File: config.mk
export PLATFORM = sky130hd
export DESIGN_NAME = mulx_pipe
export DESIGN_NICKNAME = d
export VERILOG_FILES = /design/src/rtl/mulx_pkg.sv /design/src/rtl/mulx_extend.sv /design/src/rtl/mulx_partial.sv /design/src/rtl/mulx_merge.sv /design/src/rtl/mulx_combine.sv /design/src/rtl/mulx_pipe.sv
export SDC_FILE = /design/constraint.sdc
export NUM_CORES = 2
export LEC_CHECK = 0
export CAP_MARGIN = 0
export CORE_MARGIN = 4
export CORE_UTILIZATION = 40
export CTS_CLUSTER_SIZE = 8
export DETAILED_ROUTE_END_ITERATION = 8
export DONT_BUFFER_PORTS = 1
export GPL_TIMING_DRIVEN = 0
export PLACE_DENSITY = 0.64
export RECOVER_POWER = 50
export SLEW_MARGIN = 20
export SYNTH_ARGS = -nofsm -noshare
export SYNTH_HDL_FRONTEND = slang
export SYNTH_SLANG_ARGS = --single-unit
File: constraint.sdc
create_clock -name clk -period 20 [get_ports clk]
set_input_delay 0 -clock clk [delete_from_list [all_inputs] [get_ports clk]]
set_output_delay 0 -clock clk [all_outputs]
set_load 0.03 [all_outputs]
File: src/rtl/mulx_pkg.sv
package mulx_pkg;
    localparam int WORD_W = 32;
    localparam int HALF_W = WORD_W / 2;
    localparam int EXT_W  = WORD_W + 1;
    localparam int SEG_W  = HALF_W + 1;
    localparam int PP_W   = 2 * SEG_W;
    localparam int MID_W  = PP_W + 1;
    localparam int FULL_W = 2 * WORD_W;

    typedef logic [WORD_W-1:0]        word_t;
    typedef logic [EXT_W-1:0]         ext_t;
    typedef logic signed [PP_W-1:0]   pp_t;
    typedef logic signed [MID_W-1:0]  mid_t;
    typedef logic [FULL_W-1:0]        full_t;

    typedef enum logic {
        OPW_HALF = 1'b0,
        OPW_FULL = 1'b1
    } op_width_e;

    // four segment products: lo*lo, lo*hi, hi*lo, hi*hi
    typedef struct packed {
        pp_t ll;
        pp_t lh;
        pp_t hl;
        pp_t hh;
    } pp_set_t;

    // data carried by the wide-only second stage
    typedef struct packed {
        mid_t  mid;
        word_t ll;
        pp_t   hh;
    } wide_stage_t;

    function automatic ext_t extend_op(word_t op, op_width_e w, logic sgn);
        ext_t r;
        if (w == OPW_FULL)
            r = {sgn & op[WORD_W-1], op};
        else
            r = {{(EXT_W-HALF_W){sgn & op[HALF_W-1]}}, op[HALF_W-1:0]};
        return r;
    endfunction
endpackage

File: src/rtl/mulx_extend.sv
module mulx_extend
    import mulx_pkg::*;
(
    input  word_t     op,
    input  op_width_e width,
    input  logic      sgn,
    output ext_t      ext_o
);
    assign ext_o = extend_op(op, width, sgn);

    // a narrow operand's upper part is pure extension of bit 15
    always_comb begin
        if (width == OPW_HALF) begin
            p_narrow_ext_r6: assert ((~|ext_o[EXT_W-1:HALF_W]) ||
                                     (sgn && (&ext_o[EXT_W-1:HALF_W-1])))
                else $error("narrow operand extension malformed");
        end
    end
endmodule

File: src/rtl/mulx_partial.sv
module mulx_partial
    import mulx_pkg::*;
(
    input  ext_t    a,
    input  ext_t    b,
    output pp_set_t pps
);
    logic signed [SEG_W-1:0] seg_a [2];
    logic signed [SEG_W-1:0] seg_b [2];
    pp_t prod [4];

    assign seg_a[0] = $signed({1'b0, a[HALF_W-1:0]});
    assign seg_a[1] = $signed(a[EXT_W-1:HALF_W]);
    assign seg_b[0] = $signed({1'b0, b[HALF_W-1:0]});
    assign seg_b[1] = $signed(b[EXT_W-1:HALF_W]);

    for (genvar g = 0; g < 4; g++) begin : g_prod
        assign prod[g] = seg_a[g / 2] * seg_b[g % 2];
    end

    assign pps.ll = prod[0];
    assign pps.lh = prod[1];
    assign pps.hl = prod[2];
    assign pps.hh = prod[3];

    // the low-by-low segment product is unsigned by nature
    always_comb begin
        p_ll_nonneg_r5: assert (!pps.ll[PP_W-1])
            else $error("low segment product negative");
    end
endmodule

File: src/rtl/mulx_merge.sv
module mulx_merge
    import mulx_pkg::*;
(
    input  pp_set_t pps,
    output mid_t    mid,
    output word_t   lo
);
    assign mid = {pps.lh[PP_W-1], pps.lh} + {pps.hl[PP_W-1], pps.hl};
    assign lo  = pps.ll[WORD_W-1:0] + {mid[HALF_W-1:0], {HALF_W{1'b0}}};
endmodule

File: src/rtl/mulx_combine.sv
module mulx_combine
    import mulx_pkg::*;
(
    input  wide_stage_t st,
    output full_t       full
);
    localparam int MID_PAD = FULL_W - MID_W - HALF_W;

    assign full = {st.hh[WORD_W-1:0], {WORD_W{1'b0}}}
                + {{MID_PAD{st.mid[MID_W-1]}}, st.mid, {HALF_W{1'b0}}}
                + {{WORD_W{1'b0}}, st.ll};
endmodule

File: src/rtl/mulx_pipe.sv
module mulx_pipe
    import mulx_pkg::*;
#(
    parameter int TAG_W = 5
) (
    input  logic              clk,
    input  logic              rst,
    input  logic              flush,
    input  logic              in_valid,
    input  logic              in_wide,
    input  logic              in_signed,
    input  logic [31:0]       in_a,
    input  logic [31:0]       in_b,
    input  logic [TAG_W-1:0]  in_tag,
    output logic              short_valid,
    output logic [31:0]       short_word,
    output logic [TAG_W-1:0]  short_tag,
    output logic              low_valid,
    output logic [31:0]       low_word,
    output logic [TAG_W-1:0]  low_tag,
    output logic              high_valid,
    output logic [31:0]       high_word,
    output logic [TAG_W-1:0]  high_tag
);
    typedef logic [TAG_W-1:0] tag_t;

    op_width_e in_w;
    ext_t      ext_op [2];
    word_t     raw_op [2];
    pp_set_t   pps_c;

    assign in_w      = op_width_e'(in_wide);
    assign raw_op[0] = in_a;
    assign raw_op[1] = in_b;

    for (genvar i = 0; i < 2; i++) begin : g_ext
        mulx_extend u_ext (
            .op    (raw_op[i]),
            .width (in_w),
            .sgn   (in_signed),
            .ext_o (ext_op[i])
        );
    end

    mulx_partial u_partial (
        .a   (ext_op[0]),
        .b   (ext_op[1]),
        .pps (pps_c)
    );

    // stage 1: partial products only
    logic      s1_v;
    op_width_e s1_w;
    tag_t      s1_tag;
    pp_set_t   s1_pps;

    mid_t  mid_c;
    word_t lo_c;

    mulx_merge u_merge (
        .pps (s1_pps),
        .mid (mid_c),
        .lo  (lo_c)
    );

    // short port and stage 2 (wide only)
    logic        sh_v_q;
    word_t       sh_word_q;
    tag_t        sh_tag_q;
    logic        s2_v;
    tag_t        s2_tag;
    wide_stage_t s2_d;
    full_t       full_c;

    mulx_combine u_combine (
        .st   (s2_d),
        .full (full_c)
    );

    // low and high ports
    logic  lo_v_q;
    word_t lo_word_q;
    tag_t  lo_tag_q;
    word_t hi_pend_q;
    logic  hi_v_q;
    word_t hi_word_q;
    tag_t  hi_tag_q;

    logic ld_s1, ld_sh, ld_s2, ld_lo, ld_hi;
    assign ld_s1 = in_valid & ~flush;
    assign ld_sh = s1_v & (s1_w == OPW_HALF) & ~flush;
    assign ld_s2 = s1_v & (s1_w == OPW_FULL) & ~flush;
    assign ld_lo = s2_v & ~flush;
    assign ld_hi = lo_v_q & ~flush;

    always_ff @(posedge clk) begin
        if (rst) begin
            s1_v      <= 1'b0;
            s1_w      <= OPW_HALF;
            s1_tag    <= '0;
            s1_pps    <= '0;
            sh_v_q    <= 1'b0;
            sh_word_q <= '0;
            sh_tag_q  <= '0;
            s2_v      <= 1'b0;
            s2_tag    <= '0;
            s2_d      <= '0;
            lo_v_q    <= 1'b0;
            lo_word_q <= '0;
            lo_tag_q  <= '0;
            hi_pend_q <= '0;
            hi_v_q    <= 1'b0;
            hi_word_q <= '0;
            hi_tag_q  <= '0;
        end else begin
            s1_v   <= ld_s1;
            sh_v_q <= ld_sh;
            s2_v   <= ld_s2;
            lo_v_q <= ld_lo;
            hi_v_q <= ld_hi;
            if (ld_s1) begin
                s1_w   <= in_w;
                s1_tag <= in_tag;
                s1_pps <= pps_c;
            end
            if (ld_sh) begin
                sh_word_q <= lo_c;
                sh_tag_q  <= s1_tag;
            end
            if (ld_s2) begin
                s2_tag    <= s1_tag;
                s2_d.mid  <= mid_c;
                s2_d.ll   <= s1_pps.ll[WORD_W-1:0];
                s2_d.hh   <= s1_pps.hh;
            end
            if (ld_lo) begin
                lo_word_q <= full_c[WORD_W-1:0];
                hi_pend_q <= full_c[FULL_W-1:WORD_W];
                lo_tag_q  <= s2_tag;
            end
            if (ld_hi) begin
                hi_word_q <= hi_pend_q;
                hi_tag_q  <= lo_tag_q;
            end
        end
    end

    assign short_valid = sh_v_q;
    assign short_word  = sh_word_q;
    assign short_tag   = sh_tag_q;
    assign low_valid   = lo_v_q;
    assign low_word    = lo_word_q;
    assign low_tag     = lo_tag_q;
    assign high_valid  = hi_v_q;
    assign high_word   = hi_word_q;
    assign high_tag    = hi_tag_q;

    // narrow result two edges after issue, tag intact
    p_short_lat_r2: assert property (@(posedge clk) disable iff (rst)
        (in_valid && !in_wide && !flush) ##1 !flush |=>
            short_valid && short_tag == $past(in_tag, 2))
        else $error("narrow result missing or mis-tagged");

    // wide low word three edges after issue
    p_low_lat_r3: assert property (@(posedge clk) disable iff (rst)
        (in_valid && in_wide && !flush) ##1 !flush ##1 !flush |=>
            low_valid && low_tag == $past(in_tag, 3))
        else $error("wide low word missing or mis-tagged");

    // high word follows low word by one cycle
    p_high_follow_r4: assert property (@(posedge clk) disable iff (rst)
        (low_valid && !flush) |=> high_valid && high_tag == $past(low_tag))
        else $error("high word did not follow low word");

    p_high_source_r4: assert property (@(posedge clk) disable iff (rst)
        high_valid |-> $past(low_valid))
        else $error("high word without preceding low word");

    // flush leaves nothing valid
    p_flush_clear_r9: assert property (@(posedge clk) disable iff (rst)
        flush |=> !short_valid && !low_valid && !high_valid)
        else $error("valid pulse survived flush");

    // words hold while their valid is low
    p_short_hold_r10: assert property (@(posedge clk) disable iff (rst)
        (!short_valid && !$past(rst)) |-> $stable(short_word) && $stable(short_tag))
        else $error("short word changed without valid");

    p_high_hold_r10: assert property (@(posedge clk) disable iff (rst)
        (!high_valid && !$past(rst)) |-> $stable(high_word) && $stable(high_tag))
        else $error("high word changed without valid");
endmodule

**Word-level counts from Yosys, hierarchy flattened**

Cells that the tools add are included.

- Bitwise gates (word level): 13
- Multipliers: 4
- Add/subtract/negate cells: 4
- Multiplexer cells: 2

Operators with widths:

| cell | count |
|---|---|
| $mul 17x17->34 | 2 |
| $mux 33 | 2 |
| $add 64x32->64 | 1 |
| $add 64x64->64 | 1 |
| $add 34x34->35 | 1 |
| $add 32x32->32 | 1 |
| $mul 16x16->32 | 1 |
| $mul 17x17->32 | 1 |
| $and 1x1->1 | 11 |
| $not 1->1 | 2 |

- Output and inout bits: 114
- Word-level logic and storage cells: 45
- Bits in registers: 390
- Input bits: 75

**Depth between registers and ports, before layout**

- Word-level depth: 3
- Mapped depth: 29
- Depth with buffers taken out: 26

**Cells and area by module**

Synthesis repeated with hierarchy kept, for this count alone.

- Cell total of the unflattened synthesis: 7026
- Area, all modules: 59115.4 um2

By module, submodules not included:

| module | instances | area an instance (um2) | sequential area each (um2) | cells an instance |
|---|---|---|---|---|
| mulx_partial | 1 | 39306.4 | 0.0 | 4455 |
| mulx_pipe | 1 | 13865.8 | 7927.6 | 1716 |
| mulx_combine | 1 | 2842.7 | 0.0 | 413 |
| mulx_merge | 1 | 2497.4 | 0.0 | 334 |
| mulx_extend | 2 | 301.5 | 0.0 | 54 |

**Worst setup path before layout**

No wires, ideal clock.

- Path kind: in2reg
- Start point: input in_signed
- End point: register s1_pps[30] in the netlist's numbering
- Data required time: 19.921 ns
- Buffers on the path: 4
- Data arrival time: 6.518 ns
- Slack: 13.403 ns
- Setup time: 0.079 ns
- Cell stages on the path: 27
- Path through: clkbuf_1 -> nand2_1 -> nand2_1 -> buf_1 -> o21a_1 -> clkbuf_1 -> clkbuf_1 -> nand2_1 -> fa_1 -> fa_1 -> fa_1 -> fa_1 -> inv_1 -> fa_1 -> inv_1 -> fa_1 -> inv_1 -> ha_1 -> a21o_1 -> a21o_1 -> a21o_1 -> a311oi_2 -> o31ai_2 -> a211oi_2 -> o21bai_1 -> a211o_1 -> o211ai_1

- Longest elaborated chain between the ends: 3
- Elaborated cells on any way between the ends: 7
- Those cells by class: mul (1); mux (2); bitwise (4)

Ends and longest elaborated chain:

| item | RTL line | text |
|---|---|---|
| from (decl) | mulx_pipe.sv:11 | `input logic in_signed,` |
| $and 1x1->1 (on tied branches) | mulx_pkg.sv:41, mulx_pkg.sv:39 |  |
| $mux 33 | mulx_pkg.sv:38 | `if (w == OPW_FULL)` |
| $mul 17x17->32 * | mulx_partial.sv:18 | `assign prod[g] = seg_a[g / 2] * seg_b[g % 2];` |
| to (signal assigned) | mulx_pipe.sv:124 | `s1_pps <= pps_c;` |
| to (decl) | mulx_pipe.sv:55 | `pp_set_t s1_pps;` |

Mark *: on every way between the ends. The rest lies on a longest branch, timed or not.
A chain may end at the register's enable or synchronous reset.

**Worst setup path after layout**

- Start point: input in_signed
- End point: register s1_pps[65] in the netlist's numbering

- Longest elaborated chain between the ends: 3
- Elaborated cells on any way between the ends: 4
- Those cells by class: mul (1); mux (1); bitwise (2)

Ends and longest elaborated chain:

| item | RTL line |
|---|---|
| $and 1x1->1 (on tied branches) | mulx_pkg.sv:41, mulx_pkg.sv:39 |
| $mux 33 * | mulx_pkg.sv:38 |
| $mul 17x17->34 * | mulx_partial.sv:18 |

Marked as above.

==> metrics.yaml <==
route.detailed.drc: 0
post-place-ws_ns: 11.56
drv_slew: 0
dpl.cell_count: 8619
syn_to_final_growth_pct: 6.86
ctsHtreeMaxLevel: 2
fin_skew_ns: 0.0200
post-synth-top-area-cell: "fa_1"
startpoint: "in_signed"
crit_end: "s1_pps[65]"
fmax_mhz: 124
cp_max_fo: 10
cts_buffers: 54
setup_violations: 0
syn_area_um2: 56800
critPathKind: "input pin to register"
worst-slew-pin-transition_ns: 1.41
gp_congestion: 1.01
ys_seq_area_frac: 0.138
worstSkewPairLatency_ns: 0.57
fin_ws_ns: 11.92
die_width_um: 385
grt_pass1_wl_mm: 308
grt_pass1_vias: 48400
start_util: 0.405
final_nets: 8349
wirelength_mm: 207
endpoint_kind: "register"
rrSetupSlack_ns: 15.94
busiest_layer: "met2"
cp.arrival_ns: 8.51
via_per_inst: 5.44
critPathSlowestCell: "clkbuf_1"
die_height_um: 385
required_ns: 20.43
hold_violations: 0
ys_ff_latch: 390
ys.flop_type: "dfxtp_1"
synth.top_cell.area_share: 0.341
fin_crit_sh: 0.404
rr_startpoint: "s1_pps[34]"
hold_ws_ns: 0.0675
synthArstFlopShare: 0
clk_pin_slew_ns: 0.05
dr.pass1.iters: 6
grt-ovfl-total: 0
rr_worst_depth: 16
r2r-end: "short_word[31]"
num_rows: 137
yosysWarningCount: 0
cts_tree: "yes"
period_needed_ns: 8.08
grtUsageMet3: 0.0706
io_pins: 189
relSlewSlack: 0.0518
final_cells: 8703
antenna_found_initial: 20
min_path_type: "input pin to register"
synth-edff-count: 0
postCtsSetupRepairBufs: 0
dr_total_vias: 47400
setup_tns_ns: 0
port_buffers: 0
clock_sinks: 390
fill_cells: 14100
critPathMaxStageDelay_ns: 0.92
grt_max_degree: 16
outcome: "completed"
rsz0062_at_grt: "no"
drive_gt1_frac: 0.0160
synth_nets: 8282
grt.met1_usage: 0.358
use_met2: 0.441
root_buffer: "clkbuf_16"
ant_nets: 0
drt_iter0_markers: 4371
synth.distinct_cells: 96
cpMostUsedCell: "fa_1"
core-area_um2: 140000
synth_cells: 6743
synth_area_leaders: "fa_1 34%, dfxtp_1 14%, ha_1 11%"
die-area_um2: 148000
dpl.hpwl_mm: 172
syn_avg_cell_area_um2: 8.42
wl_per_cell_um: 23.8
track_usage: 0.278
cts_buffer_depth: 3
drv_cap: 0
crit_path_start_kind: "input pin"
[per-stage QoR]
step            util  area (um2)
2_1_floorplan      -       56800
3_3_place_gp   0.422       59100
3_5_place_dp   0.422       59100
4_1_cts        0.432       60600
5_1_grt        0.433       60600
6_report       0.433       60700
[flip-flops by register name, summed over array words and instances, names as in the netlist]
name / flops
s1_w: 1
s1_pps: 132
high_valid: 1
s2_d: 99
short_tag: 5
low_tag: 5
low_valid: 1
s2_v: 1
hi_pend_q: 32
s2_tag: 5
low_word: 32
high_tag: 5
high_word: 32
short_valid: 1
short_word: 32
s1_v: 1
s1_tag: 5
[how the worst min path moves through the flow]
stage               from          end  slack [ns]  cells after the start
6_report         in_a[2]  s1_pps[104]        0.07                      5
2_1_floorplan  in_tag[0]    s1_tag[0]        0.14                      2
3_3_place_gp   in_tag[4]    s1_tag[4]        0.14                      2
5_1_grt          in_a[2]  s1_pps[104]        0.08                      5
3_5_place_dp   in_tag[4]    s1_tag[4]        0.14                      2
4_1_cts          in_a[2]  s1_pps[104]        0.05                      5
[kinds of logic (layout without fill, tap and decap cells)]
group	count (synthesis)	in the layout	share of synthesized area
xor+xnor	164	164	0.0253
mux	6	6	0.00108
fa+ha+maj	1464	1464	0.450
simple gates	2237	2237	0.177
buf+inv	1480	1549	0.0979
compound gates	1002	1002	0.110
flops	390	390	0.138
other cells	0	15	0
[per-layer routing]
| layer | part of all wire | vias up | wire length, um |
|---|---|---|---|
| li1 | - | 21200 | - |
| met1 | 0.40 | 23400 | 82600 |
| met2 | 0.44 | 2289 | 91600 |
| met3 | 0.10 | 484 | 21200 |
| met4 | 0.054 | 10 | 11200 |
| met5 | 0.00035 | - | 72 |
[area by class of cell]
| cell class | count | area [um2] | area share |
|---|---|---|---|
| inverter | 1148 | 4310 | 0.0710 |
| buffer | 332 | 1250 | 0.0206 |
| clock inverter | 1 | 8.76 | 0.000144 |
| sequential | 390 | 7810 | 0.129 |
| tap | 1876 | 2350 | 0.0387 |
| clock buffer | 57 | 1380 | 0.0228 |
| antenna | 15 | 37.5 | 0.000619 |
| timing repair buffer | 11 | 110 | 0.00181 |
| multi-input combinational | 4873 | 43400 | 0.716 |
[placed cells by master, fill, tap and decap left out, types with 22 or more instances in the layout]
cell type,instances
nor3_1,61
a21oi_1,445
o21ai_0,129
a211oi_1,35
nand2_1,1233
and3_1,46
clkbuf_1,303
buf_1,26
ha_1,497
a31oi_1,31
o21ai_1,24
inv_1,1147
nor2_1,298
o21a_1,61
a21o_1,105
dfxtp_1,390
xnor2_1,116
nand2b_1,31
and2_1,367
xor2_1,48
fa_1,967
clkbuf_16,55
nand3_1,94
or3_1,22
[cell usage after synthesis (20+ instances only)]
cell,count
nand3_1,94
or3_1,22
nor2b_1,20
o21a_1,61
xnor2_1,116
and3_1,46
nor3_1,61
nand2_1,1233
fa_1,967
nand2b_1,31
o21ai_1,24
ha_1,497
clkbuf_1,296
inv_1,1147
a21o_1,105
dfxtp_1,390
a21oi_1,445
o21ai_0,131
a31oi_1,31
and2_1,367
xor2_1,48
nor2_1,298
a211oi_1,35
buf_1,32
[what timing repair did]
action / CTS / global route
resized for setup: 0 / 0
endpoints found under the hold margin: 35 / 0
hold buffers: 11 / 0
[critical path: cells and delay by family]
family,cells,cell delay (ns)
buffers and inverters,7,2.39
adder cells (fa/ha/maj),7,3.65
XOR/XNOR,1,0.34
AO/OA/AOI/OAI,5,1.09
AND/OR/NAND/NOR,7,1.02
Power is not shown: default switching activity piles up to over one toggle a cycle in this logic, so the estimate is an artifact.
